`src/rtl/i2c_evt_pkg.sv`:
```
package i2c_evt_pkg;
  // Status word bit positions (fixed: the vector code and the enable word follow them)
  localparam int unsigned BIT_ARB  = 0;
  localparam int unsigned BIT_NACK = 1;
  localparam int unsigned BIT_ACC  = 2;
  localparam int unsigned BIT_RXR  = 3;
  localparam int unsigned BIT_TXR  = 4;
  localparam int unsigned BIT_AZ   = 8;
  localparam int unsigned BIT_SLV  = 9;
  localparam int unsigned BIT_UDF  = 10;
  localparam int unsigned BIT_OVR  = 11;
  localparam int unsigned BIT_BUSY = 12;
  localparam int unsigned BIT_SBD  = 15;

  typedef enum logic [1:0] {
    SEL_STATUS = 2'd0,
    SEL_ENABLE = 2'd1,
    SEL_VECTOR = 2'd2,
    SEL_SPARE  = 2'd3
  } reg_sel_e;
endpackage

```
`src/rtl/evt_rst_sync.sv`:
```
module evt_rst_sync #(
  parameter int unsigned STAGES = 2
) (
  input  logic clk,
  input  logic rst_n,
  output logic rst_sync_n
);
  logic [STAGES-1:0] chain_q;
  logic [STAGES-1:0] chain_d;

  always_comb begin
    chain_d = {chain_q[STAGES-2:0], 1'b1};
  end

  always_ff @(posedge clk or negedge rst_n) begin
    if (!rst_n) chain_q <= '0;
    else        chain_q <= chain_d;
  end

  assign rst_sync_n = chain_q[STAGES-1];
endmodule

```
`src/rtl/evt_status_bank.sv`:
```
module evt_status_bank
  import i2c_evt_pkg::*;
#(
  parameter int unsigned REG_W   = 16,
  parameter int unsigned NUM_VEC = 5
) (
  input  logic               clk,
  input  logic               rst_n,
  input  logic [REG_W-1:0]   set_i,
  input  logic [REG_W-1:0]   w1c_i,
  input  logic [NUM_VEC-1:0] vclr_i,
  input  logic               busy_i,
  output logic [REG_W-1:0]   stat_o
);
  localparam logic [REG_W-1:0] ONE = REG_W'(1);
  localparam logic [REG_W-1:0] LATCH_MASK =
    ((ONE << NUM_VEC) - ONE) | (ONE << BIT_UDF) | (ONE << BIT_OVR);

  logic unused_bits;
  assign unused_bits = ^{set_i & ~LATCH_MASK, w1c_i & ~LATCH_MASK};

  for (genvar i = 0; i < REG_W; i++) begin : g_bit
    if (i == BIT_BUSY) begin : g_live
      assign stat_o[i] = busy_i;
    end else if (LATCH_MASK[i]) begin : g_flag
      logic vc;
      logic flag_q, flag_d, flag_en;

      if (i < NUM_VEC) begin : g_vc
        assign vc = vclr_i[i];
      end else begin : g_novc
        assign vc = 1'b0;
      end

      always_comb begin
        flag_en = set_i[i] | w1c_i[i] | vc;
        flag_d  = flag_q;
        if (w1c_i[i] | vc) flag_d = 1'b0;
        if (set_i[i])      flag_d = 1'b1;   // event wins over any clear
      end

      always_ff @(posedge clk or negedge rst_n) begin
        if (!rst_n)       flag_q <= 1'b0;
        else if (flag_en) flag_q <= flag_d;
      end

      assign stat_o[i] = flag_q;

      p_event_sets_r2: assert property (@(posedge clk) disable iff (!rst_n)
        set_i[i] && !w1c_i[i] && !vc |=> flag_q);
      p_event_beats_clear_r4: assert property (@(posedge clk) disable iff (!rst_n)
        set_i[i] && (w1c_i[i] || vc) |=> flag_q);
      p_w1c_clears_r3: assert property (@(posedge clk) disable iff (!rst_n)
        w1c_i[i] && !set_i[i] |=> !flag_q);
      p_zero_keeps_r3: assert property (@(posedge clk) disable iff (!rst_n)
        flag_q && !w1c_i[i] && !vc |=> flag_q);
    end else begin : g_zero
      assign stat_o[i] = 1'b0;
    end
  end
endmodule

```
`src/rtl/evt_vec_enc.sv`:
```
module evt_vec_enc #(
  parameter int unsigned NUM_VEC = 5,
  parameter int unsigned VEC_W   = $clog2(NUM_VEC + 1)
) (
  input  logic [NUM_VEC-1:0] pend_i,
  output logic [VEC_W-1:0]   code_o,
  output logic [NUM_VEC-1:0] pick_o
);
  always_comb begin
    code_o = '0;
    pick_o = '0;
    for (int k = NUM_VEC - 1; k >= 0; k--) begin
      if (pend_i[k]) begin
        code_o = VEC_W'(k + 1);
        pick_o = '0;
        pick_o[k] = 1'b1;
      end
    end
  end
endmodule

```
`src/rtl/evt_reg_port.sv`:
```
module evt_reg_port
  import i2c_evt_pkg::*;
#(
  parameter int unsigned REG_W   = 16,
  parameter int unsigned ADDR_W  = 2,
  parameter int unsigned NUM_VEC = 5,
  parameter int unsigned VEC_W   = 3
) (
  input  logic               clk,
  input  logic               rst_n,
  input  logic               wr_i,
  input  logic               rd_i,
  input  logic [ADDR_W-1:0]  addr_i,
  input  logic [REG_W-1:0]   wdata_i,
  input  logic [REG_W-1:0]   stat_i,
  input  logic [VEC_W-1:0]   code_i,
  output logic [REG_W-1:0]   rdata_o,
  output logic [REG_W-1:0]   w1c_o,
  output logic               vec_rd_o,
  output logic [NUM_VEC-1:0] en_o
);
  logic [NUM_VEC-1:0] en_q, en_d;
  logic               en_we;

  always_comb begin
    en_we    = wr_i && (addr_i == ADDR_W'(SEL_ENABLE));
    en_d     = wdata_i[NUM_VEC-1:0];
    w1c_o    = (wr_i && (addr_i == ADDR_W'(SEL_STATUS))) ? wdata_i : '0;
    vec_rd_o = rd_i && (addr_i == ADDR_W'(SEL_VECTOR));
  end

  always_ff @(posedge clk or negedge rst_n) begin
    if (!rst_n)     en_q <= '0;
    else if (en_we) en_q <= en_d;
  end

  always_comb begin
    rdata_o = '0;
    case (addr_i)
      ADDR_W'(SEL_STATUS): rdata_o = stat_i;
      ADDR_W'(SEL_ENABLE): rdata_o = {{(REG_W-NUM_VEC){1'b0}}, en_q};
      ADDR_W'(SEL_VECTOR): rdata_o = {{(REG_W-VEC_W){1'b0}}, code_i};
      default:             rdata_o = '0;
    endcase
  end

  assign en_o = en_q;

  p_enable_holds_r7: assert property (@(posedge clk) disable iff (!rst_n)
    !en_we |=> $stable(en_q));
endmodule

```
`src/rtl/i2c_evt_irq_unit.sv`:
```
module i2c_evt_irq_unit
  import i2c_evt_pkg::*;
#(
  parameter int unsigned REG_W   = 16,
  parameter int unsigned ADDR_W  = 2,
  parameter int unsigned NUM_VEC = 5,
  parameter int unsigned SYNC_N  = 2
) (
  input  logic              clk,
  input  logic              rst_n,
  input  logic              ev_arb_lost_i,
  input  logic              ev_nack_i,
  input  logic              ev_acc_rdy_i,
  input  logic              ev_rx_rdy_i,
  input  logic              ev_tx_rdy_i,
  input  logic              ev_rx_ovr_i,
  input  logic              ev_tx_udf_i,
  input  logic              bus_busy_i,
  input  logic              reg_wr_i,
  input  logic              reg_rd_i,
  input  logic [ADDR_W-1:0] reg_addr_i,
  input  logic [REG_W-1:0]  reg_wdata_i,
  output logic [REG_W-1:0]  reg_rdata_o,
  output logic              irq_o
);
  localparam int unsigned VEC_W = $clog2(NUM_VEC + 1);

  logic               rst_s_n;
  logic [REG_W-1:0]   set_v, w1c_v, stat_v;
  logic [NUM_VEC-1:0] en_v, pick_v, vclr_v;
  logic [VEC_W-1:0]   code_v;
  logic               vec_rd;

  evt_rst_sync #(.STAGES(SYNC_N)) u_rst (
    .clk(clk), .rst_n(rst_n), .rst_sync_n(rst_s_n)
  );

  always_comb begin
    set_v           = '0;
    set_v[BIT_ARB]  = ev_arb_lost_i;
    set_v[BIT_NACK] = ev_nack_i;
    set_v[BIT_ACC]  = ev_acc_rdy_i;
    set_v[BIT_RXR]  = ev_rx_rdy_i;
    set_v[BIT_TXR]  = ev_tx_rdy_i;
    set_v[BIT_UDF]  = ev_tx_udf_i;
    set_v[BIT_OVR]  = ev_rx_ovr_i;
  end

  evt_status_bank #(.REG_W(REG_W), .NUM_VEC(NUM_VEC)) u_bank (
    .clk(clk), .rst_n(rst_s_n), .set_i(set_v), .w1c_i(w1c_v),
    .vclr_i(vclr_v), .busy_i(bus_busy_i), .stat_o(stat_v)
  );

  evt_vec_enc #(.NUM_VEC(NUM_VEC), .VEC_W(VEC_W)) u_enc (
    .pend_i(stat_v[NUM_VEC-1:0]), .code_o(code_v), .pick_o(pick_v)
  );

  evt_reg_port #(.REG_W(REG_W), .ADDR_W(ADDR_W), .NUM_VEC(NUM_VEC), .VEC_W(VEC_W)) u_port (
    .clk(clk), .rst_n(rst_s_n), .wr_i(reg_wr_i), .rd_i(reg_rd_i),
    .addr_i(reg_addr_i), .wdata_i(reg_wdata_i), .stat_i(stat_v),
    .code_i(code_v), .rdata_o(reg_rdata_o), .w1c_o(w1c_v),
    .vec_rd_o(vec_rd), .en_o(en_v)
  );

  assign vclr_v = vec_rd ? pick_v : '0;
  assign irq_o  = |(stat_v[NUM_VEC-1:0] & en_v);

  p_vec_lowest_r9: assert property (@(posedge clk) disable iff (!rst_s_n)
    stat_v[BIT_ARB] |-> code_v == VEC_W'(1));
  p_vec_single_clear_r10: assert property (@(posedge clk) disable iff (!rst_s_n)
    $onehot0(vclr_v));
  for (genvar k = 0; k < NUM_VEC; k++) begin : g_vchk
    p_vec_read_clears_r10: assert property (@(posedge clk) disable iff (!rst_s_n)
      vec_rd && code_v == VEC_W'(k + 1) && !set_v[k] |=> !stat_v[k]);
  end
  p_irq_quiet_r8: assert property (@(posedge clk) disable iff (!rst_s_n)
    en_v == '0 |-> !irq_o);
endmodule

```
`config.mk`:
```
export PLATFORM = sky130hd
export DESIGN_NAME = i2c_evt_irq_unit
export DESIGN_NICKNAME = d
export VERILOG_FILES = /design/src/rtl/i2c_evt_pkg.sv /design/src/rtl/evt_rst_sync.sv /design/src/rtl/evt_status_bank.sv /design/src/rtl/evt_vec_enc.sv /design/src/rtl/evt_reg_port.sv /design/src/rtl/i2c_evt_irq_unit.sv
export SDC_FILE = /design/constraint.sdc
export NUM_CORES = 1
export LEC_CHECK = 0
export CAP_MARGIN = 0
export CORE_MARGIN = 1
export CORE_UTILIZATION = 60
export DETAILED_ROUTE_END_ITERATION = 12
export DONT_BUFFER_PORTS = 1
export GPL_TIMING_DRIVEN = 0
export PLACE_DENSITY = 0.76
export SLEW_MARGIN = 10
export SYNTH_ARGS = -nofsm -noshare
export SYNTH_HDL_FRONTEND = slang
export SYNTH_HIERARCHICAL = 1
export SYNTH_SLANG_ARGS = --single-unit
```
`constraint.sdc`:
```
create_clock -name clk -period 1.2 [get_ports clk]
set_input_delay 0.18 -clock clk [delete_from_list [all_inputs] [get_ports clk]]
set_output_delay 0.18 -clock clk [all_outputs]
set_load 0.02 [all_outputs]
```
Yosys cells after proc, flatten, opt, wreduce, memory -nomap -nowiden
Cells that the tools add are included.

cells by class
  reduce and logical (&&, ||, !) cells = 19
  bitwise operators = 18
  muxes and demuxes = 27
  equal/unequal tests = 2

operators by type and width
  cell                  count
  $pmux W13 S3          1
  $mux W5               6
  $or A1 B1 Y1          17
  $mux W3               5
  $mux W1               14
  $reduce_and A2 Y1     7
  $reduce_bool A2 Y1    7
  $mux W12              1
  $and A5 B5 Y5         1
  $reduce_or A5 Y1      1
  $logic_and A1 B1 Y1   3
  $eq A2 B1 Y1 const B  1
  $eq A2 B2 Y1 const B  1
  $logic_not A2 Y1      1

word-level totals
  register bits after elaboration = 14
  input bits = 30

Depth between registers and ports, before layout
Gate-level depths: netlist of the first run.

  word-level depth = 9
  gate-level depth with buffers = 6
  gate-level depth less buffers = 5

Hierarchy
The synthesis of the first run kept the hierarchy.

modules (own cells, without submodules)
  module            instances  area each (um^2)  seq. area each (um^2)  cells an instance
  evt_reg_port      1          505.5             125.1                  55
  evt_status_bank   1          377.9             175.2                  38
  evt_vec_enc       1          75.1              0.0                    12
  i2c_evt_irq_unit  1          56.3              0.0                    9
  evt_rst_sync      1          53.8              50.0                   3

Worst setup path before layout of the first run
No wires, ideal clock.

  path kind = reg2reg
  from = register u_bank.g_bit[0].g_flag.flag_q
  to = register u_bank.g_bit[3].g_flag.flag_q
  setup time = 118 ps
  path slack = -50 ps
  arrival time = 1132 ps
  cell stages (with the launch flop) = 7
  path buffers = 1
  period minus slack after synthesis = 1250 ps
  path through = dfrtp_1 > buf_4 > nor3_2 > and2_1 > and2_1 > nor2_1 > a21o_1

on the way
  word-level cells in the longest chain between the ends = 5

RTL lines
  item                           line                    RTL
  start: declaration             evt_status_bank.sv:27   logic flag_q, flag_d, flag_en;
  start signal: assignment       evt_status_bank.sv:44   else if (flag_en) flag_q <= flag_d;
  $mux W5 *                      evt_vec_enc.sv:13       if (pend_i[k]) begin
  net pick_v[3]                  i2c_evt_irq_unit.sv:30  logic [NUM_VEC-1:0] en_v, pick_v, vclr_v;
  $mux W5 *                      i2c_evt_irq_unit.sv:65  assign vclr_v = vec_rd ? pick_v : '0;
  net vclr_v[3]                  i2c_evt_irq_unit.sv:30
  $or A1 B1 Y1                   evt_status_bank.sv:38   if (w1c_i[i] | vc) flag_d = 1'b0;
  $reduce_bool A2 Y1 (no line)   -
  $reduce_and A2 Y1 (no line) *  -
  end signal: assignment         evt_status_bank.sv:44
  end: declaration               evt_status_bank.sv:27

The timed path passes the listed nets; every way through them passes the cells marked *.
A chain may end at the register's enable or synchronous reset.

Final worst setup path of the first run
  from = register u_bank.g_bit[1].g_flag.flag_q
  to = output port reg_rdata_o[0]

on the way
  word-level cells in the longest chain between the ends = 3

RTL lines
  item                      line                    RTL
  start: declaration        evt_status_bank.sv:27
  start signal: assignment  evt_status_bank.sv:44
  $mux W3 (2 in series)     evt_vec_enc.sv:13
  net code_v[0]             i2c_evt_irq_unit.sv:31  logic [VEC_W-1:0] code_v;
  $pmux W13 S3              evt_reg_port.sv:39      case (addr_i)
  end: declaration          i2c_evt_irq_unit.sv:23  output logic [REG_W-1:0] reg_rdata_o,

The timed path passes the listed nets, and every way through them passes these cells.

==> results of run 1 <==
## power by group through the flow
stage / Sequential [mW] / Clock (mW) / Combinational [mW]
after floorplan: 0.553 / 0 / 0.237
after global placement: 0.566 / 0 / 0.252
after detailed placement: 0.569 / 0 / 0.261
after CTS: 0.561 / 0.343 / 0.322
after global routing: 0.578 / 0.356 / 0.373
final: 0.571 / 0.326 / 0.355
## flip-flops by register name (all words and copies together) (netlist names)
| signal | count |
|---|---|
| u_bank/g_bit.g_flag.flag_q | 7 |
| u_rst/chain_q | 2 |
| u_port/en_o | 5 |
## cell type report
type                       instances  area, um2
multi-input combinational         77        662
sequential                        14        352
fill                              70        183
buffer                            19        145
timing repair buffer              15        136
clock buffer                       4       36.3
tap                               16       20.0
inverter                           2       7.51
## timing repair
item / CTS / global route
endpoints found under the hold margin: 9 / 0
endpoints found under the setup margin: 8 / 11
hold buffers: 8 / 0
resized for setup: 15 / 10
buffers inserted: 5 / 2
pin swaps: 9 / 4
## layer usage
metal  share of wire  up-vias
met2            0.51       37
met3           0.056        6
met5               0        -
met4           0.034        0
met1            0.40      376
li1                -      379
## critical path: stages, from the launching register on
cell	delay (ns)
dfrtp_1	0.40
buf_6	0.14
nor2b_1	0.15
a21oi_2	0.21
o2bb2ai_4	0.18
## final timing paths
kind / to / slack (ns) / from
min in group asynchronous: u_rst/chain_q[0]$_DFF_PN0_ / 0.12 / rst_n
max in group asynchronous: u_bank/g_bit[4].g_flag.flag_q$_DFFE_PN0P_ / 0.64 / u_rst/chain_q[1]$_DFF_PN0_
worst max-delay path: reg_rdata_o[0] / -0.33 / u_bank/g_bit[1].g_flag.flag_q$_DFFE_PN0P_
worst min register to register: u_port/en_o[4]$_DFFE_PN0P_ / 0.20 / u_rst/chain_q[1]$_DFF_PN0_
worst max register to register: u_bank/g_bit[3].g_flag.flag_q$_DFFE_PN0P_ / -0.21 / u_bank/g_bit[0].g_flag.flag_q$_DFFE_PN0P_
worst min-delay path: u_port/en_o[4]$_DFFE_PN0P_ / 0.05 / reg_wdata_i[4]
## through the flow
stage	hold slack [ns]	worst slack, ns	utilization
4_1_cts	0.0373	-0.315	0.845
3_5_place_dp	-0.116	-0.0974	0.702
6_report	0.0534	-0.333	0.881
3_3_place_gp	-0.116	-0.0845	0.702
2_1_floorplan	-0.116	0.000598	-
5_1_grt	0.0351	-0.414	0.881
==> out/metrics.csv, run 1 <==
stage;metric;value;unit
pwr;p_seq_frac;0.456;
grt;use_met1;0.307;
drt;viasPerCell;5.43;
finish;layout-drive-gt1-share;0.427;
setup_path;setup.worst_path.class;flip-flop to output pin;
die;core_area;0.00154;mm2
grt;grt_overflow_total;0;
logic_synthesis;syn_area_per_cell;9.42;um2
drt;ant_nets;0;
sta;hold_viol;0;
grt;grtUsageTotal;0.250;
clocking;clk-insertion-delay-late;0.27;ns
die;die_y;43.0;um
worst_hold_path;min_path_cells;1;
die;die_area;0.00185;mm2
pwr;power_density;921;mW/mm2
placed_design;gp_congestion;0.801;
sta;clock_skew;0.00210;ns
logic_synthesis;synth_cells;107;
finish;area_growth;34.7;%
pwr;power.leakage;0.628;nW
clocking;cts_buffers;3;
sta;drv_slew;0;
grt;met2_usage;0.452;
setup_path;crit_arrival;1.35;ns
sta;finalSetupViolCount;8;
grt;antenna_found_initial;0;
finish;final_nets;162;
sta;period_share;1.28;
finish;final_cell_area;0.00136;mm2
clocking;cts.sinks;14;
drt;drt_iter0_drc;20;
sta;setup_tns;-1.74;ns
die;io_pins;47;
grt;grt_max_degree;13;
placed_design;io_buffers;0;
clocking;htreeDepth;1;
finish;layout_common_cells;19 x buf_4, 15 x and2_1, 13 x dfrtp_1, 9 x conb_1, 8 x dlygate4sd3_1;
pwr;p_sw_frac;0.293;
finish;antennaDiodeCount;0;
clocking;path_clk_slew;0.08;ns
drt;drtPass1Iterations;4;
grt;grt.busiest_layer;met2;
setup_path;ff2ff_path_depth;7;
setup_path;cp-start-kind;flip-flop;
worst_hold_path;hp-class;input pin to flip-flop;
pwr;ir_drop;0.724;mV
setup_path;crit_fanout;6;
grt;grt_pass1_wl;3380;um
finish;mostFrequentLayoutCell;buf_4;
pwr;internal_power;0.885;mW
sta;worst_slack;-0.333;ns
setup_path;end_kind;output pin;
die;std_cell_rows;14;
logic_synthesis;synth_area;0.00101;mm2
outcome;status;finished, violations left;
pwr;clockPowerShare;0.260;
outcome;violations;setup timing;
setup_path;crit_required;1.02;ns
die;initial_core_util;0.654;
drt;vias;798;
pwr;combPwrFrac;0.284;
sta;max_freq;652;MHz
sta;fin_crit;1.53;ns
die;fp.dieW;43.0;um
pwr;power;1.25;mW
placed_design;placed_area;0.00108;mm2
placed_design;hpwl;1440;um
clocking;clock_path_buffers;2;
drt;wl_per_cell;15.7;um
grt;grt_util_met3;0.0255;
clocking;cts_root_buf;clkbuf_4;
clocking;cts_tree;yes;
pwr;p_switching;0.367;mW
logic_synthesis;ys_warn_count;6;
drt;drc;0;
grt;grt_pass1_vias;750;
placed_design;placed_cells;130;
sta;rsz0062_at_grt;yes;
finish;instances_no_fill;147;
flow_run;cap_violations;0;
drt;drt_wl_total;2300;um
No activity file was read; power rests on OpenSTA's default activity.
==> run 2, diff against run 1 <==
--- a/config.mk
+++ b/config.mk
@@ -6,7 +6,7 @@
 export NUM_CORES = 1
 export LEC_CHECK = 0
 export CAP_MARGIN = 0
-export CORE_MARGIN = 1
+export CORE_MARGIN = 2
 export CORE_UTILIZATION = 60
 export DETAILED_ROUTE_END_ITERATION = 12
 export DONT_BUFFER_PORTS = 1
==> out/metrics.csv, run 2 (synthesized netlist as in run 1, its figures left out) <==
stage;metric;value;unit;change
pwr;power_density;922;mW/mm2;was 921 mW/mm2
drt;drc;0;;unchanged
finish;regMostFlops;u_bank/g_bit.g_flag.flag_q;;unchanged
finish;layout-drive-gt1-share;0.470;;was 0.427
drt;viasPerCell;5.77;;was 5.43
finish;seqCellArea;352;um2;unchanged
drt;ant_nets;0;;unchanged
die;die_y;45.0;um;was 43.0 um
clocking;htreeDepth;1;;unchanged
finish;area_growth;41.2;%;was 34.7%
setup_path;crit_fanout;5;;was 6
sta;finalSetupViolCount;9;;was 8
die;fp.dieW;45.0;um;was 43.0 um
grt;grt_overflow_total;0;;unchanged
placed_design;hpwl;1470;um;was 1440 um
sta;drv_slew;0;;unchanged
clocking;path_clk_slew;0.09;ns;was 0.08 ns
setup_path;rrSetupSlack;-0.31;ns;was -0.21 ns
sta;max_freq;629;MHz;was 652 MHz
finish;final_util;0.924;;was 0.881
die;initial_core_util;0.654;;unchanged
placed_design;placed_cells;130;;unchanged
flow_run;cap_violations;0;;unchanged
pwr;ir_drop;0.907;mV;was 0.724 mV
sta;rsz0062_at_grt;yes;;unchanged
setup_path;end_kind;output pin;;unchanged
clocking;cts_buffers;3;;unchanged
worst_hold_path;hp-class;input pin to flip-flop;;unchanged
sta;clock_skew;0.00591;ns;was 0.00210 ns
finish;n_fill_cell;54;;was 70
setup_path;cp-start-kind;flip-flop;;unchanged
finish;instances_no_fill;150;;was 147
clocking;cts.sinks;14;;unchanged
setup_path;crit_required;1.02;ns;about the same
clocking;clock_path_buffers;2;;unchanged
clocking;cts_tree;yes;;unchanged
grt;grt_pass1_vias;776;;was 750
grt;grtUsageTotal;0.231;;was 0.250
outcome;status;finished, violations left;;unchanged
finish;antennaDiodeCount;0;;unchanged
finish;largest_reg_flops;7;;unchanged
grt;grt_pass1_wl;3370;um;was 3380 um
sta;setup_tns;-2.22;ns;was -1.74 ns
drt;wl_per_cell;19.7;um;was 15.7 um
die;std_cell_rows;14;;unchanged
drt;drt_wl_total;2950;um;was 2300 um
setup_path;crit_arrival;1.41;ns;was 1.35 ns
sta;period_share;1.32;;was 1.28
finish;multi_input_area;691;um2;was 662 um2
placed_design;place_ws;-0.0913;ns;was -0.0974 ns
drt;vias;866;;was 798
sta;worst_slack;-0.389;ns;was -0.333 ns
drt;drt_iter0_drc;29;;was 20
outcome;violations;setup timing;;unchanged
placed_design;gp_congestion;0.746;;was 0.801
die;die_area;0.00202;mm2;was 0.00185 mm2
setup_path;setup.worst_path.class;flip-flop to output pin;;unchanged
drt;drtPass1Iterations;4;;unchanged
finish;layout_common_cells;21 x buf_4, 13 x and2_1, 13 x dfrtp_1, 9 x conb_1;;was 19 x buf_4, 15 x and2_1, 13 x dfrtp_1, 9 x conb_1, 8 x dlygate4sd3_1
die;io_pins;47;;unchanged
finish;final_nets;165;;was 162
die;core_area;0.00154;mm2;unchanged
grt;antenna_found_initial;0;;unchanged
finish;mostFrequentLayoutCell;buf_4;;unchanged
sta;hold_viol;0;;unchanged
clocking;clk-insertion-delay-late;0.28;ns;was 0.27 ns
placed_design;io_buffers;0;;unchanged
pwr;power.leakage;0.654;nW;was 0.628 nW
sta;fin_crit;1.59;ns;was 1.53 ns
clocking;cts_root_buf;clkbuf_4;;unchanged
grt;grt_max_degree;13;;unchanged
==> run 2: cell count changes in the layout (fill, tap and decap cells not counted), moves of 2 or more <==
| cell | change |
|---|---|
| and2_1 | -2 |
| buf_4 | +2 |
| nor2_2 | -2 |
| nor2_4 | +3 |
==> run 2: final cells by class <==
class | count | share of cell area
plain buffers | 20 | 0.110
clock buffers | 4 | 0.0255
inverters | 2 | 0.00527
multi-input cells | 77 | 0.485
flip-flops and latches | 14 | 0.247
well taps | 16 | 0.0141
repair buffers | 17 | 0.113
==> run 2: metrics by stage <==
stage / total power [mW] / cell area, um2 / hold slack, ns
finish: 1.31 / 1420 / 0.00998
CTS: 1.22 / 1300 / 0.00279
global route: 1.36 / 1420 / -0.0169
floorplan: 0.790 / 1060 / -0.116
global placement: 0.819 / 1080 / -0.116
detailed placement: 0.830 / 1080 / -0.116
==> run 2: final timing paths <==
path                                                                start  cells past startpoint                                        end
min in group asynchronous                                           rst_n                      1                 u_rst/chain_q[0]$_DFF_PN0_
worst max register to register  u_bank/g_bit[1].g_flag.flag_q$_DFFE_PN0P_                      7  u_bank/g_bit[3].g_flag.flag_q$_DFFE_PN0P_
worst max-delay path            u_bank/g_bit[1].g_flag.flag_q$_DFFE_PN0P_                      4                             reg_rdata_o[2]
worst min register to register                 u_rst/chain_q[1]$_DFF_PN0_                      0  u_bank/g_bit[0].g_flag.flag_q$_DFFE_PN0P_
worst min-delay path                                         ev_acc_rdy_i                      1  u_bank/g_bit[2].g_flag.flag_q$_DFFE_PN0P_
max in group asynchronous                      u_rst/chain_q[1]$_DFF_PN0_                      0  u_bank/g_bit[3].g_flag.flag_q$_DFFE_PN0P_
==> run 2: timing repair <==
action,in CTS,in global routing
setup endpoints to repair,8,12
resized for setup,14,20
endpoints found under the hold margin,7,1
pin swaps,9,5
buffers inserted,5,5
hold buffers,6,1
==> run 2: report_power, final <==
part / total [mW] / switching [mW] / internal, mW
clock network: 0.346 / 0.162 / 0.185
registers: 0.574 / 0.0568 / 0.517
logic: 0.393 / 0.190 / 0.203
==> run 2: routing by layer <==
layer	GRT usage	wire (um)	vias to the layer above
met5	0	0	-
met4	0.0824	76	0
met3	0.0360	230	8
met2	0.414	1540	57
met1	0.277	1110	411
li1	-	-	390
==> run 2: worst max-delay path, cell delays in order, from the launching register on <==
cell and delay, ns:
dfrtp_1 0.42, buf_6 0.15, nor3_4 0.20, o21a_1 0.20, o2bb2ai_4 0.15
